File: src/rtl/drr_pkg.sv
package drr_pkg;

  localparam int PA_W        = 40;
  localparam int RANGE_LSB   = 24;
  localparam int RANGE_W     = PA_W - RANGE_LSB;
  localparam int NODE_W      = 3;
  localparam int ILV_W       = 3;
  localparam int ILV_LSB     = 12;
  localparam int REG_W       = 32;

  // field positions inside the programmed registers
  localparam int F_RDEN      = 0;
  localparam int F_WREN      = 1;
  localparam int F_NODE_LSB  = 0;
  localparam int F_ILV_LSB   = 8;
  localparam int F_RANGE_LSB = 16;

  typedef struct packed {
    logic                 rd_en;
    logic                 wr_en;
    logic [ILV_W-1:0]     ilv_code;
    logic [RANGE_W-1:0]   base_hi;
    logic [NODE_W-1:0]    node;
    logic [ILV_W-1:0]     ilv_sel;
    logic [RANGE_W-1:0]   limit_hi;
  } pair_cfg_t;

  // reserved interleave codes collapse to "no interleave"
  function automatic logic [ILV_W-1:0] legal_ilv(input logic [ILV_W-1:0] code);
    case (code)
      3'b000, 3'b001, 3'b011, 3'b111: return code;
      default:                        return '0;
    endcase
  endfunction

  // mask over A[14:12] (bit0 = A12) taking part in the node compare
  function automatic logic [ILV_W-1:0] ilv_mask(input logic [ILV_W-1:0] code);
    case (code)
      3'b001:  return 3'b001;
      3'b011:  return 3'b101;
      3'b111:  return 3'b111;
      default: return 3'b000;
    endcase
  endfunction

endpackage

File: src/rtl/drr_regfile.sv
module drr_regfile
  import drr_pkg::*;
#(
  parameter int NUM_PAIRS = 8,
  parameter int AW        = $clog2(NUM_PAIRS) + 3
) (
  input  logic                               clk,
  input  logic                               rst_n,
  input  logic                               cfg_we,
  input  logic [AW-1:0]                      cfg_addr,
  input  logic [REG_W-1:0]                   cfg_wdata,
  output logic [REG_W-1:0]                   cfg_rdata,
  output pair_cfg_t [NUM_PAIRS-1:0]          pair_cfg
);

  localparam int IDX_W = AW - 3;

  logic [IDX_W-1:0] slot;
  logic             sel_limit;
  logic [1:0]       unused_byte_lsb;

  assign slot            = cfg_addr[AW-1:3];
  assign sel_limit       = cfg_addr[2];
  assign unused_byte_lsb = cfg_addr[1:0];

  for (genvar g = 0; g < NUM_PAIRS; g++) begin : g_pair
    logic      base_wr;
    logic      limit_wr;
    pair_cfg_t cfg_d;
    pair_cfg_t cfg_q;

    assign base_wr  = cfg_we && (slot == IDX_W'(g)) && !sel_limit;
    assign limit_wr = cfg_we && (slot == IDX_W'(g)) &&  sel_limit;

    always_comb begin
      cfg_d = cfg_q;
      if (base_wr) begin
        cfg_d.rd_en    = cfg_wdata[F_RDEN];
        cfg_d.wr_en    = cfg_wdata[F_WREN];
        cfg_d.ilv_code = legal_ilv(cfg_wdata[F_ILV_LSB +: ILV_W]);
        cfg_d.base_hi  = cfg_wdata[F_RANGE_LSB +: RANGE_W];
      end
      if (limit_wr) begin
        cfg_d.node     = cfg_wdata[F_NODE_LSB +: NODE_W];
        cfg_d.ilv_sel  = cfg_wdata[F_ILV_LSB +: ILV_W];
        cfg_d.limit_hi = cfg_wdata[F_RANGE_LSB +: RANGE_W];
      end
    end

    always_ff @(posedge clk or negedge rst_n) begin
      if (!rst_n) begin
        cfg_q <= '0;
      end else if (base_wr || limit_wr) begin
        cfg_q <= cfg_d;
      end
    end

    assign pair_cfg[g] = cfg_q;
  end

  // readback: reserved positions stay zero
  always_comb begin
    cfg_rdata = '0;
    for (int i = 0; i < NUM_PAIRS; i++) begin
      if (slot == IDX_W'(i)) begin
        if (sel_limit) begin
          cfg_rdata[F_NODE_LSB  +: NODE_W]  = pair_cfg[i].node;
          cfg_rdata[F_ILV_LSB   +: ILV_W]   = pair_cfg[i].ilv_sel;
          cfg_rdata[F_RANGE_LSB +: RANGE_W] = pair_cfg[i].limit_hi;
        end else begin
          cfg_rdata[F_RDEN]                 = pair_cfg[i].rd_en;
          cfg_rdata[F_WREN]                 = pair_cfg[i].wr_en;
          cfg_rdata[F_ILV_LSB   +: ILV_W]   = pair_cfg[i].ilv_code;
          cfg_rdata[F_RANGE_LSB +: RANGE_W] = pair_cfg[i].base_hi;
        end
      end
    end
  end

endmodule

File: src/rtl/drr_pair_match.sv
module drr_pair_match
  import drr_pkg::*;
(
  input  logic               rd_en,
  input  logic               wr_en,
  input  logic [ILV_W-1:0]   ilv_code,
  input  logic [ILV_W-1:0]   ilv_sel,
  input  logic [RANGE_W-1:0] base_hi,
  input  logic [RANGE_W-1:0] limit_hi,
  input  logic [RANGE_W-1:0] req_hi,
  input  logic [ILV_W-1:0]   req_ilv,
  input  logic               req_write,
  output logic               match
);

  logic             in_window;
  logic             permitted;
  logic             ilv_ok;
  logic [ILV_W-1:0] cmp_mask;

  assign in_window = (req_hi >= base_hi) && (req_hi <= limit_hi);
  assign permitted = req_write ? wr_en : rd_en;
  assign cmp_mask  = ilv_mask(ilv_code);
  assign ilv_ok    = ((req_ilv ^ ilv_sel) & cmp_mask) == '0;
  assign match     = in_window && permitted && ilv_ok;

endmodule

File: src/rtl/drr_resp.sv
module drr_resp
  import drr_pkg::*;
#(
  parameter int NUM_PAIRS = 8
) (
  input  logic                                clk,
  input  logic                                rst_n,
  input  logic                                lk_valid,
  input  logic [NUM_PAIRS-1:0]                match_vec,
  input  logic [NUM_PAIRS-1:0][NODE_W-1:0]    node_vec,
  output logic                                rsp_valid,
  output logic                                rsp_hit,
  output logic [NODE_W-1:0]                   rsp_node,
  output logic                                rsp_miss
);

  logic              any_d;
  logic [NODE_W-1:0] node_d;

  // lowest index wins: scan downward, last assignment sticks
  always_comb begin
    any_d  = 1'b0;
    node_d = '0;
    for (int i = NUM_PAIRS - 1; i >= 0; i--) begin
      if (match_vec[i]) begin
        any_d  = 1'b1;
        node_d = node_vec[i];
      end
    end
  end

  always_ff @(posedge clk or negedge rst_n) begin
    if (!rst_n) begin
      rsp_valid <= 1'b0;
    end else begin
      rsp_valid <= lk_valid;
    end
  end

  always_ff @(posedge clk or negedge rst_n) begin
    if (!rst_n) begin
      rsp_hit  <= 1'b0;
      rsp_miss <= 1'b0;
      rsp_node <= '0;
    end else if (lk_valid) begin
      rsp_hit  <= any_d;
      rsp_miss <= !any_d;
      rsp_node <= node_d;
    end
  end

endmodule

File: src/rtl/drr_range_router.sv
module drr_range_router
  import drr_pkg::*;
#(
  parameter int NUM_PAIRS = 8,
  localparam int AW       = $clog2(NUM_PAIRS) + 3
) (
  input  logic              clk,
  input  logic              rst_n,
  input  logic              cfg_we,
  input  logic [AW-1:0]     cfg_addr,
  input  logic [REG_W-1:0]  cfg_wdata,
  output logic [REG_W-1:0]  cfg_rdata,
  input  logic              lk_valid,
  input  logic [PA_W-1:0]   lk_addr,
  input  logic              lk_write,
  output logic              rsp_valid,
  output logic              rsp_hit,
  output logic [NODE_W-1:0] rsp_node,
  output logic              rsp_miss
);

  pair_cfg_t [NUM_PAIRS-1:0]         pair_cfg;
  logic [NUM_PAIRS-1:0]              match_vec;
  logic [NUM_PAIRS-1:0][NODE_W-1:0]  node_vec;
  logic [RANGE_W-1:0]                req_hi;
  logic [ILV_W-1:0]                  req_ilv;
  logic [PA_W-RANGE_W-ILV_W-1:0]     unused_addr_bits;

  assign req_hi           = lk_addr[RANGE_LSB +: RANGE_W];
  assign req_ilv          = lk_addr[ILV_LSB +: ILV_W];
  assign unused_addr_bits = {lk_addr[RANGE_LSB-1:ILV_LSB+ILV_W], lk_addr[ILV_LSB-1:0]};

  drr_regfile #(.NUM_PAIRS(NUM_PAIRS), .AW(AW)) i_regfile (
    .clk       (clk),
    .rst_n     (rst_n),
    .cfg_we    (cfg_we),
    .cfg_addr  (cfg_addr),
    .cfg_wdata (cfg_wdata),
    .cfg_rdata (cfg_rdata),
    .pair_cfg  (pair_cfg)
  );

  for (genvar g = 0; g < NUM_PAIRS; g++) begin : g_match
    drr_pair_match i_match (
      .rd_en     (pair_cfg[g].rd_en),
      .wr_en     (pair_cfg[g].wr_en),
      .ilv_code  (pair_cfg[g].ilv_code),
      .ilv_sel   (pair_cfg[g].ilv_sel),
      .base_hi   (pair_cfg[g].base_hi),
      .limit_hi  (pair_cfg[g].limit_hi),
      .req_hi    (req_hi),
      .req_ilv   (req_ilv),
      .req_write (lk_write),
      .match     (match_vec[g])
    );
    assign node_vec[g] = pair_cfg[g].node;
  end

  drr_resp #(.NUM_PAIRS(NUM_PAIRS)) i_resp (
    .clk       (clk),
    .rst_n     (rst_n),
    .lk_valid  (lk_valid),
    .match_vec (match_vec),
    .node_vec  (node_vec),
    .rsp_valid (rsp_valid),
    .rsp_hit   (rsp_hit),
    .rsp_node  (rsp_node),
    .rsp_miss  (rsp_miss)
  );

endmodule

File: config.mk
export PLATFORM = sky130hd
export DESIGN_NAME = drr_range_router
export DESIGN_NICKNAME = d
export VERILOG_FILES = /design/src/rtl/drr_pkg.sv /design/src/rtl/drr_regfile.sv /design/src/rtl/drr_pair_match.sv /design/src/rtl/drr_resp.sv /design/src/rtl/drr_range_router.sv
export SDC_FILE = /design/constraint.sdc
export NUM_CORES = 1
export LEC_CHECK = 0
export BUFFER_PORTS_ARGS = -buffer_cell sky130_fd_sc_hd__buf_2
export CORE_MARGIN = 4
export CORE_UTILIZATION = 30
export CTS_CLUSTER_SIZE = 10
export DETAILED_ROUTE_END_ITERATION = 6
export HOLD_SLACK_MARGIN = 0.03
export PLACE_DENSITY_LB_ADDON = 0.15
export SYNTH_ARGS = -nofsm -noshare
export SYNTH_HDL_FRONTEND = slang
export SYNTH_HIERARCHICAL = 1
export SYNTH_SLANG_ARGS = --single-unit
File: constraint.sdc
create_clock -name clk -period 2.5 [get_ports clk]
set_input_delay 0.25 -clock clk [delete_from_list [all_inputs] [get_ports clk]]
set_output_delay 0.25 -clock clk [all_outputs]
set_load 0.005 [all_outputs]
### Word-level counts from Yosys, hierarchy flattened

Index checks and enable logic that the tools add are counted.
Widths: inputs -> output; s select.

* memories kept: 0
* output and inout port bits: 38
* memory bits (writable): 0
* bits of input ports: 83
* bits in latches: 0
* register bits after elaboration: 350
* ROM bits: 0

* equality and inequality tests: 34
* muxes and demuxes: 89
* shifts and indexed selects: 0
* $mul: 0
* add/sub/neg operators: 0
* bitwise operators: 16
* reduce and logical (&&, ||, !) cells: 85
* div/mod/pow operators: 0
* order comparisons: 16

Operators by type and width (number)
* $mux 16: 16
* $ge 16x16->1: 8
* $le 16x16->1: 8
* $mux 3: 33
* $pmux 3 s3: 8
* $logic_and 1x1->1: 48
* $eq 3x3->1 const B: 13
* $eq 3x2->1 const B: 11
* $reduce_and 2->1: 16
* $eq 3x1->1 const B: 10
* $logic_not 3->1: 10
* $and 3x3->3: 8
* $mux 1: 24
* $xor 3x3->3: 8
* $mux 2: 8
* $logic_or 1x1->1: 8
* $reduce_or 4->1: 1
* $logic_not 1->1: 2

### Logic depth before layout (Yosys ltp)

Gate-level depths: netlist (run 1).

* depth after elaboration: 16
* depth in mapped cells: 12

### Modules after synthesis

The synthesis (run 1) kept the hierarchy.

By module, submodules not included
* drr_regfile: times used 1, area each 16126.7 µm², cells each 1369, sequential area each 8608.3 µm²
* drr_pair_match: times used 8, area each 849.6 µm², cells each 118, sequential area each 0.0 µm²
* drr_resp: times used 1, area each 430.4 µm², cells each 57, sequential area each 150.1 µm²

### Least setup slack after synthesis (run 1)

OpenSTA, ideal clock, no wires.

* path kind: register -> register
* start point: register i_regfile.g_pair[0].cfg_q, in the netlist i_regfile/pair_cfg[13]
* end point: register i_resp.rsp_node[1]
* arrival: 2486 ps
* setup slack: -68 ps
* path buffers: 1
* library setup time: 82 ps
* cell stages (with the launch flop): 13
* path through: dfrtp_1 > inv_1 > ha_1 > nand4_2 > or4_4 > a21oi_2 > nor3_1 > o21bai_1 > o311a_1 > clkbuf_1 > a2111oi_0 > o21ai_0 > a31oi_1

* word-level cells in the longest chain between the ends: 5

RTL lines
* start, declared: line drr_regfile.sv:30 `pair_cfg_t cfg_q;`
* start signal, assigned: line drr_regfile.sv:54 `cfg_q <= cfg_d;`
* $le 16x16->1: line drr_pair_match.sv:21 `assign in_window = (req_hi >= base_hi) && (req_hi <= limit_hi);`
* $logic_and 1x1->1: line drr_pair_match.sv:21
* $logic_and 1x1->1 (2 in a row): line drr_pair_match.sv:25 `assign match = in_window && permitted && ilv_ok;`
* named net match_vec[0]: line drr_range_router.sv:23 `logic [NUM_PAIRS-1:0] match_vec;`
* $mux 3: line drr_resp.sv:25 `if (match_vec[i]) begin`
* end signal, assigned: line drr_resp.sv:48 `rsp_node <= node_d;`
* end, declared: line drr_resp.sv:13 `output logic [NODE_W-1:0] rsp_node,`

The timed path passes the listed nets, and every way through them passes these cells.
A chain may end at the register's enable or synchronous reset.

### Worst setup path after layout (run 1)

* start point: register i_regfile.g_pair[1].cfg_q, in the netlist i_regfile/pair_cfg[55]
* end point: register i_resp.rsp_node[0]

* word-level cells in the longest chain between the ends: 6

RTL lines (line)
* start, declared: drr_regfile.sv:30
* start signal, assigned: drr_regfile.sv:54
* $le 16x16->1: drr_pair_match.sv:21
* $logic_and 1x1->1: drr_pair_match.sv:21
* $logic_and 1x1->1 (2 in a row): drr_pair_match.sv:25
* named net match_vec[1]: drr_range_router.sv:23
* $mux 3 (2 in a row): drr_resp.sv:25

The timed path passes the listed nets, and every way through them passes these cells.

==> flow_summary.ini, run 1 <==
[logic_synthesis]
post_synth_num_cell_types = 50
synth_ff_type = dfrtp_1
synth_enable_flop_cells = 0
yosysMostFrequentCell = dfrtp_1
synth.largest_area_cell = dfrtp_1
synthesis.area_per_instance_um2 = 9.85
ys.warnings.count = 6
ys_ff_latch = 350
post-synth-top-area-fraction_pct = 37.5
yosys-top-cells-area = dfrtp_1, ha_1, mux2_2
synth_seq_area_share_pct = 37.5
synthesis.area_um2 = 23400
synthArstFlopShare_pct = 100
post_synth_inst_count = 2370
synth_top_cells_by_count = dfrtp_1, mux2_2, nand2_1, inv_1, ha_1

[setup_path]
critical_path.startpoint_type = register
critPathKind = register to register
crit-reg2reg-launch = i_regfile/pair_cfg[55]$_DFFE_PN0P_
ff2ff_setup_slack_ns = -0.29
critPathCaptureType = register
regToRegEndpoint = i_resp/rsp_node[0]$_DFFE_PN0P_
path_max_fanout = 6
required_ns = 3.00
worstRegToRegCells = 11
worstPathArrival_ns = 3.28

[floorplanning]
floorplan.io_pins = 121
die_height_um = 287
placement_rows = 102
floorplan.die.width_um = 287
coreArea_um2 = 77300
initial_utilization_pct = 30.2
floorplan.die_area_um2 = 82400

[grt]
grtUsageTotal_pct = 19.8
initial_antenna_violation_count = 1
grt_start_max_net_pins = 77
grt_first_pass_wirelength_um = 125000
grt-ovfl-total = 0
first_global_vias = 20063

[power_and_ir_drop]
power.share.switching_pct = 32.9
worst_ir_drop_vdd_uv = 421
p_int_mw = 15.4
power_frac_comb_pct = 35.7
clockPowerShare_pct = 29.9
finalPower_mw = 22.9
power_density_nw_per_um2 = 754
power.sequential.fraction_pct = 34.4
static-leakage-power_nw = 14.6
switchingPower_mw = 7.54

[clock_tree]
latest_clock_arrival_within_the_worst_skew_pair_ns = 0.58
cts_tree = done
clkTransAtPathRegs_ns = 0.05
clock_sink_count = 350
cts.htree.levels = 2
inserted_clock_buffers = 46
root_buffer = clkbuf_16
ctsLongestPathBuffers = 3

[final_layout]
finalCoreUtilization_pct = 39.3
area_growth_pct = 30.2
filler_cells = 7697
drive_above_1_share_pct = 33.8
nNetsFinal = 3145

[run_status]
run_status = finished with violations
failing_checks = negative setup slack

[drt]
detail-route-antenna-nets = 0
avgRoutedWirePerCell_um = 21.0
drtIter0Drc = 961
routed-via-count = 18949
post_drt_via_cell_ratio = 4.88
drcViolationCount = 0
dr.pass1.iters = 5
drt-total-wl_um = 81500

[timing]
grt_setup_unrepaired = true
final_min_period_over_clock_period_pct = 112
fin_hold_ws_ns = 0.0716
max_clock_freq_mhz = 359
slew_headroom_pct = 59.0
period_needed_ns = 2.79
worst_slew_pin_slew_ns = 0.613
slew_violations = 0
timing.clock.skew_ns = 0.0160
postLayoutSetupSlackWorst_ns = -0.288
setup_viol = 5
finalHoldViolCount = 0

[worst_hold_path]
timing.hold.worst_path_depth = 3
hold_path.startpoint = cfg_wdata[31]
hold_class = primary input to register
holdPathEnd = i_regfile/pair_cfg[252]$_DFFE_PN0P_

[placed_design]
detailedPlace.worstSlack_ns = -0.764
hpwlAfterDp_um = 61500
count_of_input_and_output_buffers = 77
final_weighted_congestion_in_routability_driven_placement = 0.886

[job]
drv_cap = 0
-- cell families (layout without fill, tap and decap cells) --
kind of cell,Yosys count,after routing,synth area share [%]
DFF,350,350,37.5
xor gates and xnor gates,24,24,0.900
other,1,11,0.0161
AOI/OAI and AO/OA,452,452,11.9
adders and majority gates,256,256,13.7
muxes,400,400,18.7
buffers and inverters,381,841,6.76
and+or+nand+nor,506,506,10.5
-- layout by cell type, fill, tap and decap left out, drive strengths merged, types with 9 or more instances in the layout --
cell type / count
a2111oi: 11
a211oi: 48
a21oi: 165
a221o: 9
buf: 500
clkbuf: 75
conb: 10
dfrtp: 350
ha: 256
inv: 257
mux2: 267
mux2i: 131
nand2: 259
nand2b: 13
nand3: 48
nand4: 34
nor2: 36
nor2b: 87
o211ai: 16
o21ai: 106
o22a: 19
o22ai: 41
xor2: 24
-- worst max-delay path, stage by stage (launching register included) --
cell       delay [ns]
dfrtp_1          0.39
inv_1            0.06
ha_1             0.29
nand4_2          0.13
or4_4            0.57
a21oi_2          0.12
nor3_1           0.06
o21bai_1         0.21
o311a_4          0.22
a2111oi_4        0.34
o21ai_1          0.11
a31oi_1          0.19
-- registers in the layout, indices dropped and copies added (netlist names) --
name / count
i_resp/rsp_miss: 1
i_regfile/pair_cfg: 344
i_resp/rsp_valid: 1
i_resp/rsp_hit: 1
i_resp/rsp_node: 3
-- stage by stage --
stage	cells	setup TNS (ns)	instance area [um^2]
after floorplan	2379	0	23400
after global placement	3779	-3.36	27900
after detailed placement	3779	-3.42	27900
after CTS	3875	-1.26	30100
after global routing	3879	-1.95	30400
final	3880	-1.28	30400
-- timing repair --
action	in CTS	in global routing
setup buffers	13	5
resized for setup	98	42
hold endpoints to repair	246	0
pin swaps	32	19
hold buffers	3	0
setup endpoints to repair	17	13
-- power groups by stage --
stage | clock (mW) | combinational (mW) | sequential (mW)
2_1_floorplan | 0 | 4.19 | 7.73
3_3_place_gp | 0 | 7.49 | 7.94
3_5_place_dp | 0 | 7.59 | 7.96
4_1_cts | 7.08 | 8.05 | 7.89
5_1_grt | 7.30 | 9.14 | 8.06
6_report | 6.86 | 8.19 | 7.89
-- area by class of cell --
type	instances	area, um^2	area share, %
tap	1040	1300	4.28
inverter	257	965	3.17
clock buffer	75	1450	4.78
sequential	350	8760	28.8
multi-input combinational	1648	13900	45.6
timing repair buffer	503	3950	13.0
clock inverter	6	105	0.346
antenna	1	2.50	0.00823
-- worst max-delay path by stage --
stage	end	slack [ns]	start	depth (start not counted)
after detailed placement	i_resp/rsp_node[2]$_DFFE_PN0P_	-0.76	lk_addr[24]	15
after global placement	i_resp/rsp_node[0]$_DFFE_PN0P_	-0.74	lk_addr[24]	13
after floorplan	i_resp/rsp_node[0]$_DFFE_PN0P_	0.001	i_regfile/pair_cfg[271]$_DFFE_PN0P_	12
after global routing	i_resp/rsp_node[1]$_DFFE_PN0P_	-0.42	i_regfile/pair_cfg[94]$_DFFE_PN0P_	12
final	i_resp/rsp_node[0]$_DFFE_PN0P_	-0.29	i_regfile/pair_cfg[55]$_DFFE_PN0P_	11
after CTS	i_resp/rsp_node[0]$_DFFE_PN0P_	-0.28	i_regfile/pair_cfg[55]$_DFFE_PN0P_	11
-- layer usage --
layer  GRT usage [%]  routed length (um)  up-vias
li1                -                   -     9192
met1            27.1               38100     9366
met2            33.2               38900      300
met3            2.24                2640       91
met4            5.10                1840        0
met5               0                   0        -
Note: power is estimated with default switching activity, not from simulation.
==> run 2, diff against run 1 <==
--- a/config.mk
+++ b/config.mk
@@ -6,6 +6,8 @@
 export NUM_CORES = 1
 export LEC_CHECK = 0
 export BUFFER_PORTS_ARGS = -buffer_cell sky130_fd_sc_hd__buf_2
+export CELL_PAD_IN_SITES_DETAIL_PLACEMENT = 1
+export CELL_PAD_IN_SITES_GLOBAL_PLACEMENT = 1
 export CORE_MARGIN = 4
 export CORE_UTILIZATION = 30
 export CTS_CLUSTER_SIZE = 10
==> flow_summary.ini, run 2 (synthesis gave the netlist of run 1 again) <==
[final_layout]
area_growth_pct = 32.6
area.sequential_um2 = 8760
drive_above_1_share_pct = 36.1
filler_cells = 8677
mostFrequentLayoutCell = buf_4
largest_register_ffs = 344
multi_input_comb_area_um2 = 14100
final_cell_mix = buf_4, dfrtp_1, mux2_2
finalCoreUtilization_pct = 40.0
nNetsFinal = 3179

[timing]
postLayoutSetupSlackWorst_ns = -0.344
grt_setup_unrepaired = true
slew_headroom_pct = 64.2
period_needed_ns = 2.84
finalHoldViolCount = 0
fin_hold_ws_ns = 0.0585
setup_viol = 5
worst_slew_pin_slew_ns = 0.537
final_min_period_over_clock_period_pct = 114
slew_violations = 0
max_clock_freq_mhz = 352
timing.clock.skew_ns = 0.0181

[placed_design]
count_of_input_and_output_buffers = 77
hpwlAfterDp_um = 67200
final_weighted_congestion_in_routability_driven_placement = 0.851

[clock_tree]
cts.htree.levels = 2
clkTransAtPathRegs_ns = 0.06
root_buffer = clkbuf_16
latest_clock_arrival_within_the_worst_skew_pair_ns = 0.59
clock_sink_count = 350
inserted_clock_buffers = 47
ctsLongestPathBuffers = 3
cts_tree = done

[setup_path]
worstPathArrival_ns = 3.31
required_ns = 2.97
critical-path-max-stage-delay_ns = 0.62
critical_path.startpoint_type = register
critPathKind = register to register
critical-path-slowest-cell = or4_4
timing.critical_path.cells = inv_2 > ha_4 > nand4_1 > or4_4 > a21oi_4 > nor3_2 > o21bai_4 > o311a_4 > buf_6 > nor4_4 > nand4_1 > o21a_1
critPathCaptureType = register
critPathTopFamily = simple AND/OR/NAND/NOR gates
path_buf_inv = 2
path_max_fanout = 4
critical_path.most_common_cell = nand4_1

[floorplanning]
placement_rows = 102
coreArea_um2 = 77300
die_height_um = 287
floorplan.io_pins = 121
floorplan.die.width_um = 287
initial_utilization_pct = 30.2
floorplan.die_area_um2 = 82400

[grt]
first_global_vias = 21646
initial_antenna_violation_count = 0
grt_first_pass_wirelength_um = 136000
grt-ovfl-total = 0
grt_start_max_net_pins = 85
grtUsageTotal_pct = 21.6

[power_and_ir_drop]
power.share.switching_pct = 34.1
worst_ir_drop_vdd_uv = 437
finalPower_mw = 23.6
static-leakage-power_nw = 14.8
power.sequential.fraction_pct = 33.5
power_density_nw_per_um2 = 761
switchingPower_mw = 8.04
clockPowerShare_pct = 29.0
p_int_mw = 15.5
power_frac_comb_pct = 37.5

[drt]
avgRoutedWirePerCell_um = 22.8
drtIter0Drc = 785
detail-route-antenna-nets = 0
drcViolationCount = 0
dr.pass1.iters = 4
post_drt_via_cell_ratio = 5.00
drt-total-wl_um = 89300
routed-via-count = 19588

[worst_hold_path]
hold_class = primary input to register

[run_status]
run_status = finished with violations
failing_checks = negative setup slack

[job]
drv_cap = 0
-- run 2: repair_timing --
item	CTS	global route
buffers inserted	12	8
resized for setup	165	35
hold endpoints to repair	164	0
cloned	0	1
pin swaps	91	39
setup endpoints to repair	21	15
hold buffers	2	0
-- run 2: layout make-up --
class,instances,share of cell area (%)
diodes,1,0.00808
clock buffers,74,4.49
clock inverters,8,0.372
inverters,257,3.12
multi-input cells,1648,45.7
flip-flops and latches,350,28.3
well taps,1040,4.20
repair buffers,536,13.9
-- run 2: power groups by stage --
stage	Clock, mW	Sequential [mW]	Combinational (mW)
final	6.83	7.89	8.85
after global placement	0	7.89	7.78
after detailed placement	0	7.96	8.08
after floorplan	0	7.73	4.19
after CTS	7.02	7.88	8.73
after global routing	7.24	8.06	9.80
-- run 2: path summary, 6_finish.rpt --
check	from	end	slack, ns	depth (start not counted)
min in group asynchronous	rst_n	i_regfile/pair_cfg[340]$_DFFE_PN0P_	0.16	2
min	cfg_wdata[18]	i_regfile/pair_cfg[239]$_DFFE_PN0P_	0.06	3
max	i_regfile/pair_cfg[309]$_DFFE_PN0P_	i_resp/rsp_hit$_DFFE_PN0P_	-0.34	12
max reg2reg	i_regfile/pair_cfg[309]$_DFFE_PN0P_	i_resp/rsp_hit$_DFFE_PN0P_	-0.34	12
max in group asynchronous	rst_n	i_regfile/pair_cfg[219]$_DFFE_PN0P_	1.47	3
min reg2reg	i_regfile/pair_cfg[325]$_DFFE_PN0P_	i_regfile/pair_cfg[325]$_DFFE_PN0P_	0.51	2
-- run 2: metrics by stage --
stage	setup WS [ns]	instance area [um^2]	setup TNS [ns]	std cells
floorplan	0.00142	23400	0	2379
global placement	-1.02	28200	-4.70	3817
detailed placement	-1.04	28200	-4.71	3817
CTS	-0.277	30700	-1.33	3906
global route	-0.472	31000	-2.22	3913
finish	-0.344	31000	-1.53	3914
-- run 2: routing by layer --
metal  up-vias  track usage (%)  share of wire [%]
met2       203             38.4                 50
met5         -                0                  0
met4         0             4.83                2.1
li1       9254                -                  -
met3       103             2.05                2.1
met1     10028             28.3                 46
-- run 2: worst reg2reg max path, delay by kind of cell, from the launching register on --
kind	cells	cell delay [ns]
AND/OR/NAND/NOR	5	1.22
AO/OA/AOI/OAI	4	0.68
flip-flops	1	0.37
adder cells (fa/ha/maj)	1	0.25
buffers and inverters	2	0.19
